[src/rtl/cfg_bank_pkg.sv]
package cfg_bank_pkg;

    typedef enum logic [2:0] {
        OP_REG_WR    = 3'd0,
        OP_REG_RD    = 3'd1,
        OP_PTR_SET   = 3'd2,
        OP_RAM_WR    = 3'd3,
        OP_RAM_RD    = 3'd4,
        OP_BANK_LOAD = 3'd5,
        OP_BANK_SAVE = 3'd6,
        OP_CHECKSUM  = 3'd7
    } cfg_op_e;

    typedef enum logic [1:0] {
        ENG_IDLE = 2'd0,
        ENG_LOAD = 2'd1,
        ENG_SAVE = 2'd2,
        ENG_SUM  = 2'd3
    } eng_mode_e;

endpackage

[src/rtl/cfg_reg_file.sv]
module cfg_reg_file #(
    parameter int DW = 8,
    parameter int NREG = 16,
    parameter logic [NREG*DW-1:0] INIT = '0,
    localparam int OW = $clog2(NREG)
) (
    input  logic          clk,
    input  logic          rst_n,
    input  logic          we,
    input  logic [OW-1:0] waddr,
    input  logic [DW-1:0] wdata,
    input  logic [OW-1:0] raddr,
    output logic [DW-1:0] rdata
);

    logic [DW-1:0] regs_q [NREG];
    logic [DW-1:0] regs_d [NREG];

    always_comb begin
        for (int i = 0; i < NREG; i++) begin
            regs_d[i] = regs_q[i];
        end
        if (we) begin
            regs_d[waddr] = wdata;
        end
    end

    for (genvar g = 0; g < NREG; g++) begin : g_reg
        always_ff @(posedge clk or negedge rst_n) begin
            if (!rst_n) begin
                regs_q[g] <= INIT[g*DW +: DW];
            end else begin
                regs_q[g] <= regs_d[g];
            end
        end
    end

    assign rdata = regs_q[raddr];

endmodule

[src/rtl/cfg_ram_store.sv]
module cfg_ram_store #(
    parameter int DW = 8,
    parameter int DEPTH = 128,
    localparam int AW = $clog2(DEPTH)
) (
    input  logic          clk,
    input  logic          we,
    input  logic [AW-1:0] waddr,
    input  logic [DW-1:0] wdata,
    input  logic [AW-1:0] raddr,
    output logic [DW-1:0] rdata
);

    logic [DW-1:0] mem_q [DEPTH];

    // Storage carries no reset; its contents after reset are undefined.
    always_ff @(posedge clk) begin
        if (we) begin
            mem_q[waddr] <= wdata;
        end
    end

    assign rdata = mem_q[raddr];

endmodule

[src/rtl/cfg_bank_ctrl.sv]
module cfg_bank_ctrl
    import cfg_bank_pkg::*;
#(
    parameter int DW = 8,
    parameter int NREG = 16,
    parameter int NBANK = 8,
    localparam int OW = $clog2(NREG),
    localparam int BW = $clog2(NBANK),
    localparam int AW = OW + BW,
    localparam int DEPTH = NREG * NBANK
) (
    input  logic          clk,
    input  logic          rst_n,
    input  logic          req_valid,
    input  logic [2:0]    req_op,
    input  logic [AW-1:0] req_addr,
    input  logic [DW-1:0] req_wdata,
    output logic          ack,
    output logic [DW-1:0] rdata,
    output logic          busy,
    output logic          err,
    output logic          reg_we,
    output logic [OW-1:0] reg_waddr,
    output logic [DW-1:0] reg_wdata,
    output logic [OW-1:0] reg_raddr,
    input  logic [DW-1:0] reg_rdata,
    output logic          ram_we,
    output logic [AW-1:0] ram_waddr,
    output logic [DW-1:0] ram_wdata,
    output logic [AW-1:0] ram_raddr,
    input  logic [DW-1:0] ram_rdata
);

    localparam logic [AW-1:0] LAST_BANK = AW'(NREG - 1);
    localparam logic [AW-1:0] LAST_ALL  = AW'(DEPTH - 1);

    typedef struct packed {
        eng_mode_e     mode;
        logic [AW-1:0] ptr;
        logic [AW-1:0] cnt;
        logic [AW-1:0] last;
        logic [AW-1:0] base;
        logic [DW-1:0] sum;
        logic          ack;
        logic [DW-1:0] rdata;
        logic          err;
    } ctrl_t;

    ctrl_t         s_d, s_q;
    logic [AW-1:0] eng_addr;
    logic [AW-1:0] bank_base;
    cfg_op_e       op;

    assign op        = cfg_op_e'(req_op);
    assign eng_addr  = s_q.base + s_q.cnt;
    assign bank_base = {req_addr[AW-1:OW], {OW{1'b0}}};

    always_comb begin
        s_d       = s_q;
        s_d.ack   = 1'b0;
        s_d.err   = 1'b0;
        reg_we    = 1'b0;
        reg_waddr = req_addr[OW-1:0];
        reg_wdata = req_wdata;
        reg_raddr = req_addr[OW-1:0];
        ram_we    = 1'b0;
        ram_waddr = s_q.ptr;
        ram_wdata = req_wdata;
        ram_raddr = s_q.ptr;

        if (s_q.mode != ENG_IDLE) begin
            // engine step: one byte per cycle, requests are refused
            s_d.err   = req_valid;
            reg_raddr = s_q.cnt[OW-1:0];
            ram_raddr = eng_addr;
            case (s_q.mode)
                ENG_LOAD: begin
                    reg_we    = 1'b1;
                    reg_waddr = s_q.cnt[OW-1:0];
                    reg_wdata = ram_rdata;
                end
                ENG_SAVE: begin
                    ram_we    = 1'b1;
                    ram_waddr = eng_addr;
                    ram_wdata = reg_rdata;
                end
                ENG_SUM: begin
                    s_d.sum = s_q.sum + ram_rdata;
                end
                default: begin
                end
            endcase
            s_d.cnt = s_q.cnt + AW'(1);
            if (s_q.cnt == s_q.last) begin
                s_d.mode = ENG_IDLE;
                s_d.ack  = 1'b1;
                if (s_q.mode == ENG_SUM) begin
                    s_d.rdata = s_q.sum + ram_rdata;
                end
            end
        end else if (req_valid) begin
            s_d.ack = 1'b1;
            case (op)
                OP_REG_WR: begin
                    reg_we = 1'b1;
                end
                OP_REG_RD: begin
                    s_d.rdata = reg_rdata;
                end
                OP_PTR_SET: begin
                    s_d.ptr = req_addr;
                end
                OP_RAM_WR: begin
                    ram_we  = 1'b1;
                    s_d.ptr = s_q.ptr + AW'(1);
                end
                OP_RAM_RD: begin
                    s_d.rdata = ram_rdata;
                    s_d.ptr   = s_q.ptr + AW'(1);
                end
                OP_BANK_LOAD, OP_BANK_SAVE: begin
                    s_d.ack  = 1'b0;
                    s_d.mode = (op == OP_BANK_LOAD) ? ENG_LOAD : ENG_SAVE;
                    s_d.cnt  = '0;
                    s_d.base = bank_base;
                    s_d.last = LAST_BANK;
                end
                OP_CHECKSUM: begin
                    s_d.ack  = 1'b0;
                    s_d.mode = ENG_SUM;
                    s_d.cnt  = '0;
                    s_d.sum  = '0;
                    if (req_addr[0]) begin
                        s_d.base = '0;
                        s_d.last = LAST_ALL;
                    end else begin
                        s_d.base = bank_base;
                        s_d.last = LAST_BANK;
                    end
                end
                default: begin
                end
            endcase
        end
    end

    always_ff @(posedge clk or negedge rst_n) begin
        if (!rst_n) begin
            s_q <= '0;
        end else begin
            s_q <= s_d;
        end
    end

    assign ack   = s_q.ack;
    assign rdata = s_q.rdata;
    assign busy  = (s_q.mode != ENG_IDLE);
    assign err   = s_q.err;

endmodule

[src/rtl/cfg_bank_store.sv]
module cfg_bank_store #(
    parameter int DW = 8,
    parameter int NREG = 16,
    parameter int NBANK = 8,
    parameter logic [NREG*DW-1:0] REG_INIT = 128'h0801,
    localparam int OW = $clog2(NREG),
    localparam int BW = $clog2(NBANK),
    localparam int AW = OW + BW,
    localparam int DEPTH = NREG * NBANK
) (
    input  logic          clk,
    input  logic          rst_n,
    input  logic          req_valid,
    input  logic [2:0]    req_op,
    input  logic [AW-1:0] req_addr,
    input  logic [DW-1:0] req_wdata,
    output logic          ack,
    output logic [DW-1:0] rdata,
    output logic          busy,
    output logic          err
);

    logic          reg_we;
    logic [OW-1:0] reg_waddr;
    logic [DW-1:0] reg_wdata;
    logic [OW-1:0] reg_raddr;
    logic [DW-1:0] reg_rdata;
    logic          ram_we;
    logic [AW-1:0] ram_waddr;
    logic [DW-1:0] ram_wdata;
    logic [AW-1:0] ram_raddr;
    logic [DW-1:0] ram_rdata;

    cfg_bank_ctrl #(.DW(DW), .NREG(NREG), .NBANK(NBANK)) u_ctrl (
        .clk       (clk),
        .rst_n     (rst_n),
        .req_valid (req_valid),
        .req_op    (req_op),
        .req_addr  (req_addr),
        .req_wdata (req_wdata),
        .ack       (ack),
        .rdata     (rdata),
        .busy      (busy),
        .err       (err),
        .reg_we    (reg_we),
        .reg_waddr (reg_waddr),
        .reg_wdata (reg_wdata),
        .reg_raddr (reg_raddr),
        .reg_rdata (reg_rdata),
        .ram_we    (ram_we),
        .ram_waddr (ram_waddr),
        .ram_wdata (ram_wdata),
        .ram_raddr (ram_raddr),
        .ram_rdata (ram_rdata)
    );

    cfg_reg_file #(.DW(DW), .NREG(NREG), .INIT(REG_INIT)) u_regs (
        .clk   (clk),
        .rst_n (rst_n),
        .we    (reg_we),
        .waddr (reg_waddr),
        .wdata (reg_wdata),
        .raddr (reg_raddr),
        .rdata (reg_rdata)
    );

    cfg_ram_store #(.DW(DW), .DEPTH(DEPTH)) u_ram (
        .clk   (clk),
        .we    (ram_we),
        .waddr (ram_waddr),
        .wdata (ram_wdata),
        .raddr (ram_raddr),
        .rdata (ram_rdata)
    );

endmodule

[config.mk]
export PLATFORM = sky130hd
export DESIGN_NAME = cfg_bank_store
export DESIGN_NICKNAME = d
export VERILOG_FILES = /design/src/rtl/cfg_bank_pkg.sv /design/src/rtl/cfg_reg_file.sv /design/src/rtl/cfg_ram_store.sv /design/src/rtl/cfg_bank_ctrl.sv /design/src/rtl/cfg_bank_store.sv
export SDC_FILE = /design/constraint.sdc
export NUM_CORES = 1
export LEC_CHECK = 0
export ABC_AREA = 1
export BUFFER_PORTS_ARGS = -buffer_cell sky130_fd_sc_hd__buf_2
export CORE_AREA = 4 4 386 388
export DETAILED_ROUTE_END_ITERATION = 10
export DIE_AREA = 0 0 390 392
export GPL_ROUTABILITY_DRIVEN = 0
export GPL_TIMING_DRIVEN = 0
export PLACE_DENSITY = 0.51
export RECOVER_POWER = 100
export SYNTH_ARGS = -nofsm -noshare
export SYNTH_HDL_FRONTEND = slang
export SYNTH_SLANG_ARGS = --single-unit
export TNS_END_PERCENT = 10
[constraint.sdc]
create_clock -name clk -period 8.36 [get_ports clk]
set_input_delay 0 -clock clk [delete_from_list [all_inputs] [get_ports clk]]
set_output_delay 0 -clock clk [all_outputs]
set_load 0.02 [all_outputs]
# == After elaboration in Yosys (flattened, before gate mapping) ==
# Memory sizes are Yosys's and may differ from the RTL's.
# Cells that the tools add are included.
# word_totals
ff_bits,176
inputBits,21
memories,1
mem_bits_rw,1024
word_cells,109
# classes
magnitude_cmp,3
eq_ne,13
reduce_logical,18
add_sub_neg,4
n_mux,42
bitwise,3
# mem_list
name,words,width,read_ports,rd_clocked_by_memory_dff,wr,line_no,text
u_ram.mem_q,128,8,1,0,1,cfg_ram_store.sv:14,logic [DW-1:0] mem_q [DEPTH];
# ops
op,n
128-bit bitwise mux,1
8-bit two-way mux,9
47-bit two-way mux,1
21-bit one-hot mux with 2 select lines,1
8-bit binary-select mux with 4-bit select,1
8-bit demux with 4-bit select,1
7-bit two-way mux,4
17-bit two-way mux,1
8-bit one-hot mux with 2 select lines,1
"7-bit by 1-bit adder with 7-bit output, second input constant",2
14-bit two-way mux,1
7-bit one-hot mux with 2 select lines,1
"3-bit == test, second input constant",4
1-bit two-way mux,12
4-bit two-way mux,3
3-bit AND reduction,4
"5-bit greater-or-equal comparator, second input constant",2
4-bit NOT with 5-bit output,2
2-bit nonzero test,5
9-bit two-way mux,1
8-bit adder,1
7-bit adder,1
7-bit == test,1
"3-bit by 2-bit == test with 1-bit output, second input constant",2
15 further kinds,21

# == Longest topological paths before layout ==
# Gate-level depths: netlist (run 1).
# depth
ltp_word,9
ltp_mapped,29
depth_no_buf,26

# == Modules after synthesis ==
# From an unflattened synthesis (run 1), not the netlist that was laid out.
# hier_totals
hier_cells,4829
area_unflattened_um2,51146.6
# modules_own_cells
module,cells_each,seq_area_each_um2,n_inst,area_each_um2
cfg_ram_store,3567,30749.5,1,41944.0
cfg_reg_file,842,3205.6,1,6207.2
cfg_bank_ctrl,420,975.9,1,2995.4

# == Least setup slack after synthesis (run 1) ==
# OpenSTA, ideal clock, no wires.
# synth_timing
path_kind,register to register
from,register u_ctrl.s_q[46] (netlist name)
to,memory u_ram.mem_q[0][2] (data pin)
arrival_time_ns,3.465
required_ns,7.874
stages_incl_launch_ff,15
path_buffers,3
slack_ns,4.409
setup_ns,0.486
cell_sequence,dfrtp_1 -> inv_1 -> ha_1 -> inv_2 -> nand2_2 -> o21ai_0 -> clkbuf_1 -> buf_2 -> buf_2 -> o211ai_1 -> nand3_1 -> nand3_1 -> nand2_1 -> o21ai_0 -> inv_1
# synth_between
elab_chain_len,8
elab_cells_between_ends,9
# synth_rtl
element,line_no,text
from (decl),cfg_bank_ctrl.sv:49,"ctrl_t s_d, s_q;"
from (signal assigned),cfg_bank_ctrl.sv:149,s_q <= '0;
from (signal assigned),cfg_bank_ctrl.sv:151,s_q <= s_d;
2-bit nonzero test,cfg_bank_ctrl.sv:71,if (s_q.mode != ENG_IDLE) begin
4-bit two-way mux,cfg_bank_ctrl.sv:71,
4-bit NOT with 5-bit output (implied by the code),cfg_reg_file.sv:38,assign rdata = regs_q[raddr];
8-bit binary-select mux with 4-bit select,cfg_reg_file.sv:38,
8-bit two-way mux (implied by the code) (2 in series),cfg_reg_file.sv:38,
8-bit two-way mux,cfg_bank_ctrl.sv:76,case (s_q.mode)
8-bit two-way mux (*),cfg_bank_ctrl.sv:71,
net ram_wdata[2],cfg_bank_store.sv:30,logic [DW-1:0] ram_wdata;
to (decl),cfg_ram_store.sv:14,
# Mark *: on every way through the listed nets, which the timed path passes. The rest lies on a longest branch. The select of a mux whose other input is x is not followed.

# == Worst setup path after layout (run 1) ==
# layout_timing
from,register u_ctrl.s_q[46] (netlist name)
to,register u_regs.regs_q[80] (netlist name)
# layout_between
elab_chain_len,9
elab_cells_between_ends,17
# layout_rtl
element,line_no,text
2-bit by 1-bit == test with 1-bit output,cfg_bank_ctrl.sv:76,
4-bit two-way mux,cfg_bank_ctrl.sv:76,
4-bit two-way mux,cfg_bank_ctrl.sv:71,
4-bit NOT with 5-bit output (implied by the code),cfg_reg_file.sv:24,regs_d[waddr] = wdata;
5-bit greater-or-equal comparator (implied by the code) or 5-bit by 1-bit < comparator with 1-bit output (tied branches),cfg_reg_file.sv:24,
1-bit logical AND (implied by the code),cfg_reg_file.sv:24,
8-bit two-way mux (implied by the code),cfg_reg_file.sv:24,
8-bit demux with 4-bit select,cfg_reg_file.sv:24,
128-bit bitwise mux,cfg_reg_file.sv:24,
"to (signal, indexed assignment)",cfg_reg_file.sv:31,regs_q[g] <= INIT[g*DW +: DW];
"to (signal, indexed assignment)",cfg_reg_file.sv:33,regs_q[g] <= regs_d[g];
to (decl),cfg_reg_file.sv:16,logic [DW-1:0] regs_q [NREG];
# Parallel ways exist; a longest one is shown, timed or not.
# A chain may end at the register's enable or synchronous reset.

==> results of run 1 <==
-- cell families after synthesis --
logic type,synth area share (%)
flops,69.0
compound gates,3.87
fa+ha+maj,0.474
buf+inv,4.36
xor+xnor,0.173
simple gates,22.2
-- critical path: cells and delay by family, from the launching register on --
kind | cells | cell delay, ns
flip-flops | 1 | 0.38
AND/OR/NAND/NOR | 7 | 1.27
buffers and inverters | 4 | 2.33
AO/OA/AOI/OAI | 3 | 2.93
adder cells (fa/ha/maj) | 1 | 0.22
-- sequential cells by signal, summed over array words and instances, names as in the netlist --
register and count:
u_ctrl.ack 1, u_ram.mem_q 1024, u_regs.regs_q 128, u_ctrl.rdata 8, u_ctrl.err 1, u_ctrl.s_q 29
-- layout by cell type (no fill, tap or decap), drive strengths merged, types with 2 or more instances in the layout --
master	count
nand2	1293
nand3	1047
edfxtp	1024
clkbuf	279
o21ai	222
buf	222
inv	211
nor2	193
dfrtp	165
a21oi	62
clkinv	54
o211ai	40
nand3b	40
dlygate4sd3	31
ha	16
bufinv	12
o21bai	9
nor3	8
xor2	7
o22ai	6
clkinvlp	6
xnor2	3
nand4	3
a211oi	3
o221ai	2
or2	2
a22o	2
a31oi	2
nor3b	2
o31ai	2
fa	2
dlymetal6s4s	2
dfstp	2
-- routing by layer --
layer	up-vias	share of wire, %	track usage (%)
li1	16700	-	-
met1	18100	43	31.3
met2	1667	46	35.6
met3	265	7.5	3.55
met4	0	3.6	7.76
met5	-	0	0
-- metrics by stage --
stage	util [%]	instances
after floorplan	-	4659
after global placement	36.6	6607
after detailed placement	36.8	6617
after CTS	40.1	6894
after global routing	39.9	6894
final	39.9	6894
-- final timing paths --
kind                                    startpoint                 end  slack, ns  cells after the start
min in group asynchronous                    rst_n  u_regs.regs_q[115]       0.36                      3
worst min-delay path                     req_valid          u_ctrl.err       0.06                      4
worst max register to register      u_ctrl.s_q[46]   u_regs.regs_q[80]       1.03                     15
worst max-delay path                u_ctrl.s_q[46]   u_regs.regs_q[80]       1.03                     15
worst min register to register  u_regs.regs_q[120]  u_regs.regs_q[120]       0.48                      2
max in group asynchronous                    rst_n      u_ctrl.s_q[45]       2.42                      4
-- final cells by class --
class	instances	area, sq um	share of cell area, %
tap	1917	2400	4.14
multi-input combinational	2968	13500	23.2
inverter	207	802	1.38
buffer	293	1400	2.41
timing repair buffer	73	569	0.982
clock buffer	169	3610	6.23
clock inverter	76	791	1.36
sequential	1191	34900	60.3
-- timing repair --
action	4_1_cts	5_1_grt
hold buffers	32	0
hold endpoints to repair	268	0
setup buffers	0	0
==> flow_summary.toml, run 1 <==
[placement]
dp_slack_ns = 1.94
post_dp_cell_area_sq_um = 53500
portBuffers = 31
detailed_place_hpwl_microns = 122000

[clocking]
cts.htree.levels = 4
cts_buffer_depth = 3
cts_tree = "built"
clock_latency_ns = 0.77
clock-root-buffer = "clkbuf_16"
clk_pin_slew_ns = 0.06
cts_made_buffers = 134
cts_resized = 0
clock_sinks = 1191

[routing]
drc = 0
ant_nets = 0
wirelength_microns = 174000
via_per_inst = 5.32
vias = 36700
drtIter0Drc = 4461
firstDrtPassIters = 6
routedWlPerCell_microns = 25.3

[timing]
max_freq_ghz = 0.136
skew_ns = 0.0426
maxSlewHeadroom_pct = -281
setup_slack_ns = 1.03
min_period_ns = 7.33
finalCritPeriodShare_pct = 87.7
rsz0062_at_grt = "no"
hold_viol_final = 0
finalSetupViolCount = 0
hold_ws_ns = 0.0609
tightestPinTransition_ns = 5.72
slew_violations = 824
setup_tns_ns = 0

[logic_synthesis]
synth_top_area_share_pct = 60.7
syn-cell-area_sq_um = 50600
ys_seq_elements = 1191
yosysWarnings = 0
synth_common_cells = "nand2_1, nand3_1, edfxtp_1"
yosysTopAreaCell = "edfxtp_1"
synth-edff-count = 1024
synthFlopType = "edfxtp_1"
ys_types = 39
synth_area_leaders = "edfxtp_1, nand3_1, nand2_1"
synth_nets = 4698
async_reset_ff_share_pct = 14.0
syn_inst = 4659
yosys.cell_count.top_type = "nand2_1"
ys_seq_area_share_pct = 69.0
syn_area_per_cell_sq_um = 10.9

[floorplanning]
die_w_microns = 390
fp.dieH_microns = 392
start_util_pct = 34.8
core-area_sq_um = 145000
die_area_sq_um = 153000
num_rows = 140
num_io_pins = 32

[global_routing]
grt_start_max_net_pins = 102
antenna_found_initial = 1
grt.total_usage_pct = 22.4
grt_pass1_vias = 34300
overflow = 0
grt_first_pass_wirelength_microns = 247000

[worst_hold_path]
min_path_type = "input port to register"

[worst_setup_path]
end_kind = "register"
critPathRequiredTime_ns = 8.97
arrival_ns = 7.94
cp_cell_sequence = "inv_1 -> ha_1 -> o21ai_0 -> clkbuf_1 -> clkbuf_1 -> nand3_1 -> nand3_1 -> nand3_1 -> nand3_1 -> nand3_1 -> nand3_1 -> nand2_1 -> o21ai_0 -> clkbuf_1 -> o21ai_0"
timing.critical_path.mode_cell = "nand3_1"
max_stage_delay_ns = 1.44
cp_max_fo = 10
setup.worst_path.start_class = "register"
criticalPathCategory = "register to register"
cp_slowest_cell = "o21ai_0"

[final_layout]
finish.instance_area_sq_um = 58000
area_growth_syn_to_layout_pct = 14.5
drive_gt1_share_pct = 8.06
nets = 4907
antenna_cells = 0
n_fill_cell = 14100

[flow_run]
drv_cap = 17

[outcome]
violations = "max-capacitance violations, max-slew violations"
outcome = "finished with violations"
Power of run 1 is left out: the tool's default activity adds up to more than one toggle a clock period on the data nets, which glitch-free logic cannot reach.
==> run 2, diff against run 1 <==
--- a/config.mk
+++ b/config.mk
@@ -14,6 +14,7 @@
 export GPL_TIMING_DRIVEN = 0
 export PLACE_DENSITY = 0.51
 export RECOVER_POWER = 100
+export REMOVE_ABC_BUFFERS = 1
 export SYNTH_ARGS = -nofsm -noshare
 export SYNTH_HDL_FRONTEND = slang
 export SYNTH_SLANG_ARGS = --single-unit
==> run 2 against run 1 <==
Net effect:
- the run still ends with max-capacitance violations, max-slew violations left
- critical path depth increased by 14
- design area down 0.72%
- via count fell by 7.2%
- clock skew is 0.012 ns lower
- sequential cell count did not move
- wire length is 19% lower
- non-clock buffer count down 240
==> flow_summary.toml, run 2 (synthesized netlist as in run 1, its figures left out) <==
[worst_hold_path]
min_path_cells = 4
hold_start = "req_valid"
min_path_type = "input port to register"
hold_end = "u_ctrl.err"

[routing]
firstDrtPassIters = 5
met3WireLength_microns = 7770
via_per_inst = 5.13
vias = 34100
routedWlPerCell_microns = 21.2
drtIter0Drc = 3072
top_layer = "met5"
wirelength_microns = 141000
drc = 0
wl_met2_microns = 65800
ant_nets = 0
wl_met1_microns = 63400

[clocking]
clock_latency_ns = 0.76
clock_sinks = 1191
cts_made_buffers = 132
clk_pin_slew_ns = 0.06
cts_tree = "built"
cts_buffer_depth = 3
clock-root-buffer = "clkbuf_16"
cts.htree.levels = 4

[worst_setup_path]
cp_slowest_cell = "ha_2"
max_stage_delay_ns = 0.53
cp_max_fo = 125
rr_worst_depth = 29
criticalPathCategory = "register to register"
critPathRequiredTime_ns = 8.98
setup.worst_path.start_class = "register"
end_kind = "register"
cp-startpoint = "u_ctrl.s_q[46]"
rrSetupSlack_ns = 0.55
arrival_ns = 8.43
timing.rr.start = "u_ctrl.s_q[46]"
r2r-end = "u_ctrl.rdata[6]"
timing.critical_path.mode_cell = "nand3_1"

[floorplanning]
fp.dieH_microns = 392
die_area_sq_um = 153000
core-area_sq_um = 145000
die_w_microns = 390
num_io_pins = 32
start_util_pct = 34.8
num_rows = 140

[global_routing]
grt_pass1_vias = 32200
grt.total_usage_pct = 18.1
grt_start_max_net_pins = 133
grt_first_pass_wirelength_microns = 210000
overflow = 0
antenna_found_initial = 1

[power]
worst_ir_drop_vdd_mv = 0.525
report.power.total_uw = 25000
p_leak_uw = 0.0209
p_per_area_nw_per_um2 = 434

[timing]
skew_ns = 0.0306
max_freq_ghz = 0.128
tightestPinTransition_ns = 6.00
maxSlewHeadroom_pct = -300
setup_tns_ns = 0
slew_violations = 388
finalSetupViolCount = 0
min_period_ns = 7.81
hold_viol_final = 0
rsz0062_at_grt = "no"
finalCritPeriodShare_pct = 93.4

[final_layout]
antenna_cells = 0
layout_commonest_cell = "nand2_1"
largest_register = "u_ram.mem_q"
largest_reg_flops = 1024
reg_top3 = "u_ram.mem_q (1024), u_regs.regs_q (128), u_ctrl.s_q (29)"
nets = 4665
area_growth_syn_to_layout_pct = 13.6
fin_cells = 6642
drive_gt1_share_pct = 5.97
layout_common_cells = "nand2_1, nand3_1, edfxtp_1, inv_1, o21ai_0"

[placement]
placed_cells = 6376
detailed_place_hpwl_microns = 81200
portBuffers = 31

[outcome]
outcome = "finished with violations"
violations = "max-capacitance violations, max-slew violations"

[flow_run]
drv_cap = 8
run 2: cell count changes in the layout (fill, tap and decap cells not counted), moves of 6 or more:
| cell | change |
|---|---|
| buf_1 | -25 |
| bufinv_16 | -8 |
| o21ai_0 | -15 |
| buf_2 | -152 |
| nand2_2 | +6 |
| clkbuf_1 | -84 |
| nand2_1 | -8 |
| buf_4 | -19 |
| buf_16 | +22 |
| buf_12 | +30 |
| o21ai_1 | +12 |
run 2: layout make-up:
cell class / count / area, sq um
multi-input combinational: 2968 / 13600
clock buffer: 175 / 3580
clock inverter: 58 / 420
inverter: 207 / 822
sequential: 1191 / 34900
fill: 13900 / 87800
timing repair buffer: 126 / 1810
tap: 1917 / 2400
run 2: through the flow:
step | setup WS (ns) | hold WS [ns] | util (%) | cell area [sq um]
2_1_floorplan | -3.55 | -0.296 | - | 49200
3_3_place_gp | -21.35 | 0.273 | 35.6 | 51800
3_5_place_dp | -0.594 | -0.0306 | 36.7 | 53400
4_1_cts | 0.125 | 0.0338 | 39.7 | 57800
5_1_grt | 0.0270 | 0.0990 | 39.6 | 57600
6_report | 0.555 | 0.0987 | 39.6 | 57600
run 2: how the worst max path moves through the flow:
stage / endpoint / slack, ns / depth (start not counted)
final: u_ctrl.rdata[6] / 0.55 / 29
after global placement: u_ctrl.rdata[7] / -21.35 / 23
after floorplan: u_ctrl.rdata[7] / -3.55 / 23
after CTS: u_ctrl.rdata[6] / 0.12 / 29
after detailed placement: u_ctrl.rdata[6] / -0.59 / 29
after global routing: u_ram.mem_q[18][7] / 0.03 / 13
run 2: critical path, delay by kind of cell (launching register included):
kind,cells,cell delay [ns]
XOR/XNOR,1,0.26
flip-flops,1,0.41
AND/OR/NAND/NOR,14,2.49
adder cells (fa/ha/maj),3,1.21
AO/OA/AOI/OAI,3,0.53
buffers and inverters,8,2.32
run 2: what timing repair did:
action	4_1_cts	5_1_grt
pin swaps	0	1
cloned	0	1
endpoints found under the hold margin	362	0
hold buffers	31	0
setup buffers	0	0
resized for setup	2	3
endpoints found under the setup margin	10	3
run 2: report_power, final:
part	internal, uW	switching [uW]
logic	3490	8610
registers	7190	209
clock network	3130	2340
total	13800	11200
run 2: per-layer routing:
metal,global-route usage [%],vias up
li1,-,16200
met1,25.1,16700
met2,28.7,936
met3,3.19,223
met4,6.21,2
met5,0,-
Note: power is estimated with default switching activity, not from simulation.
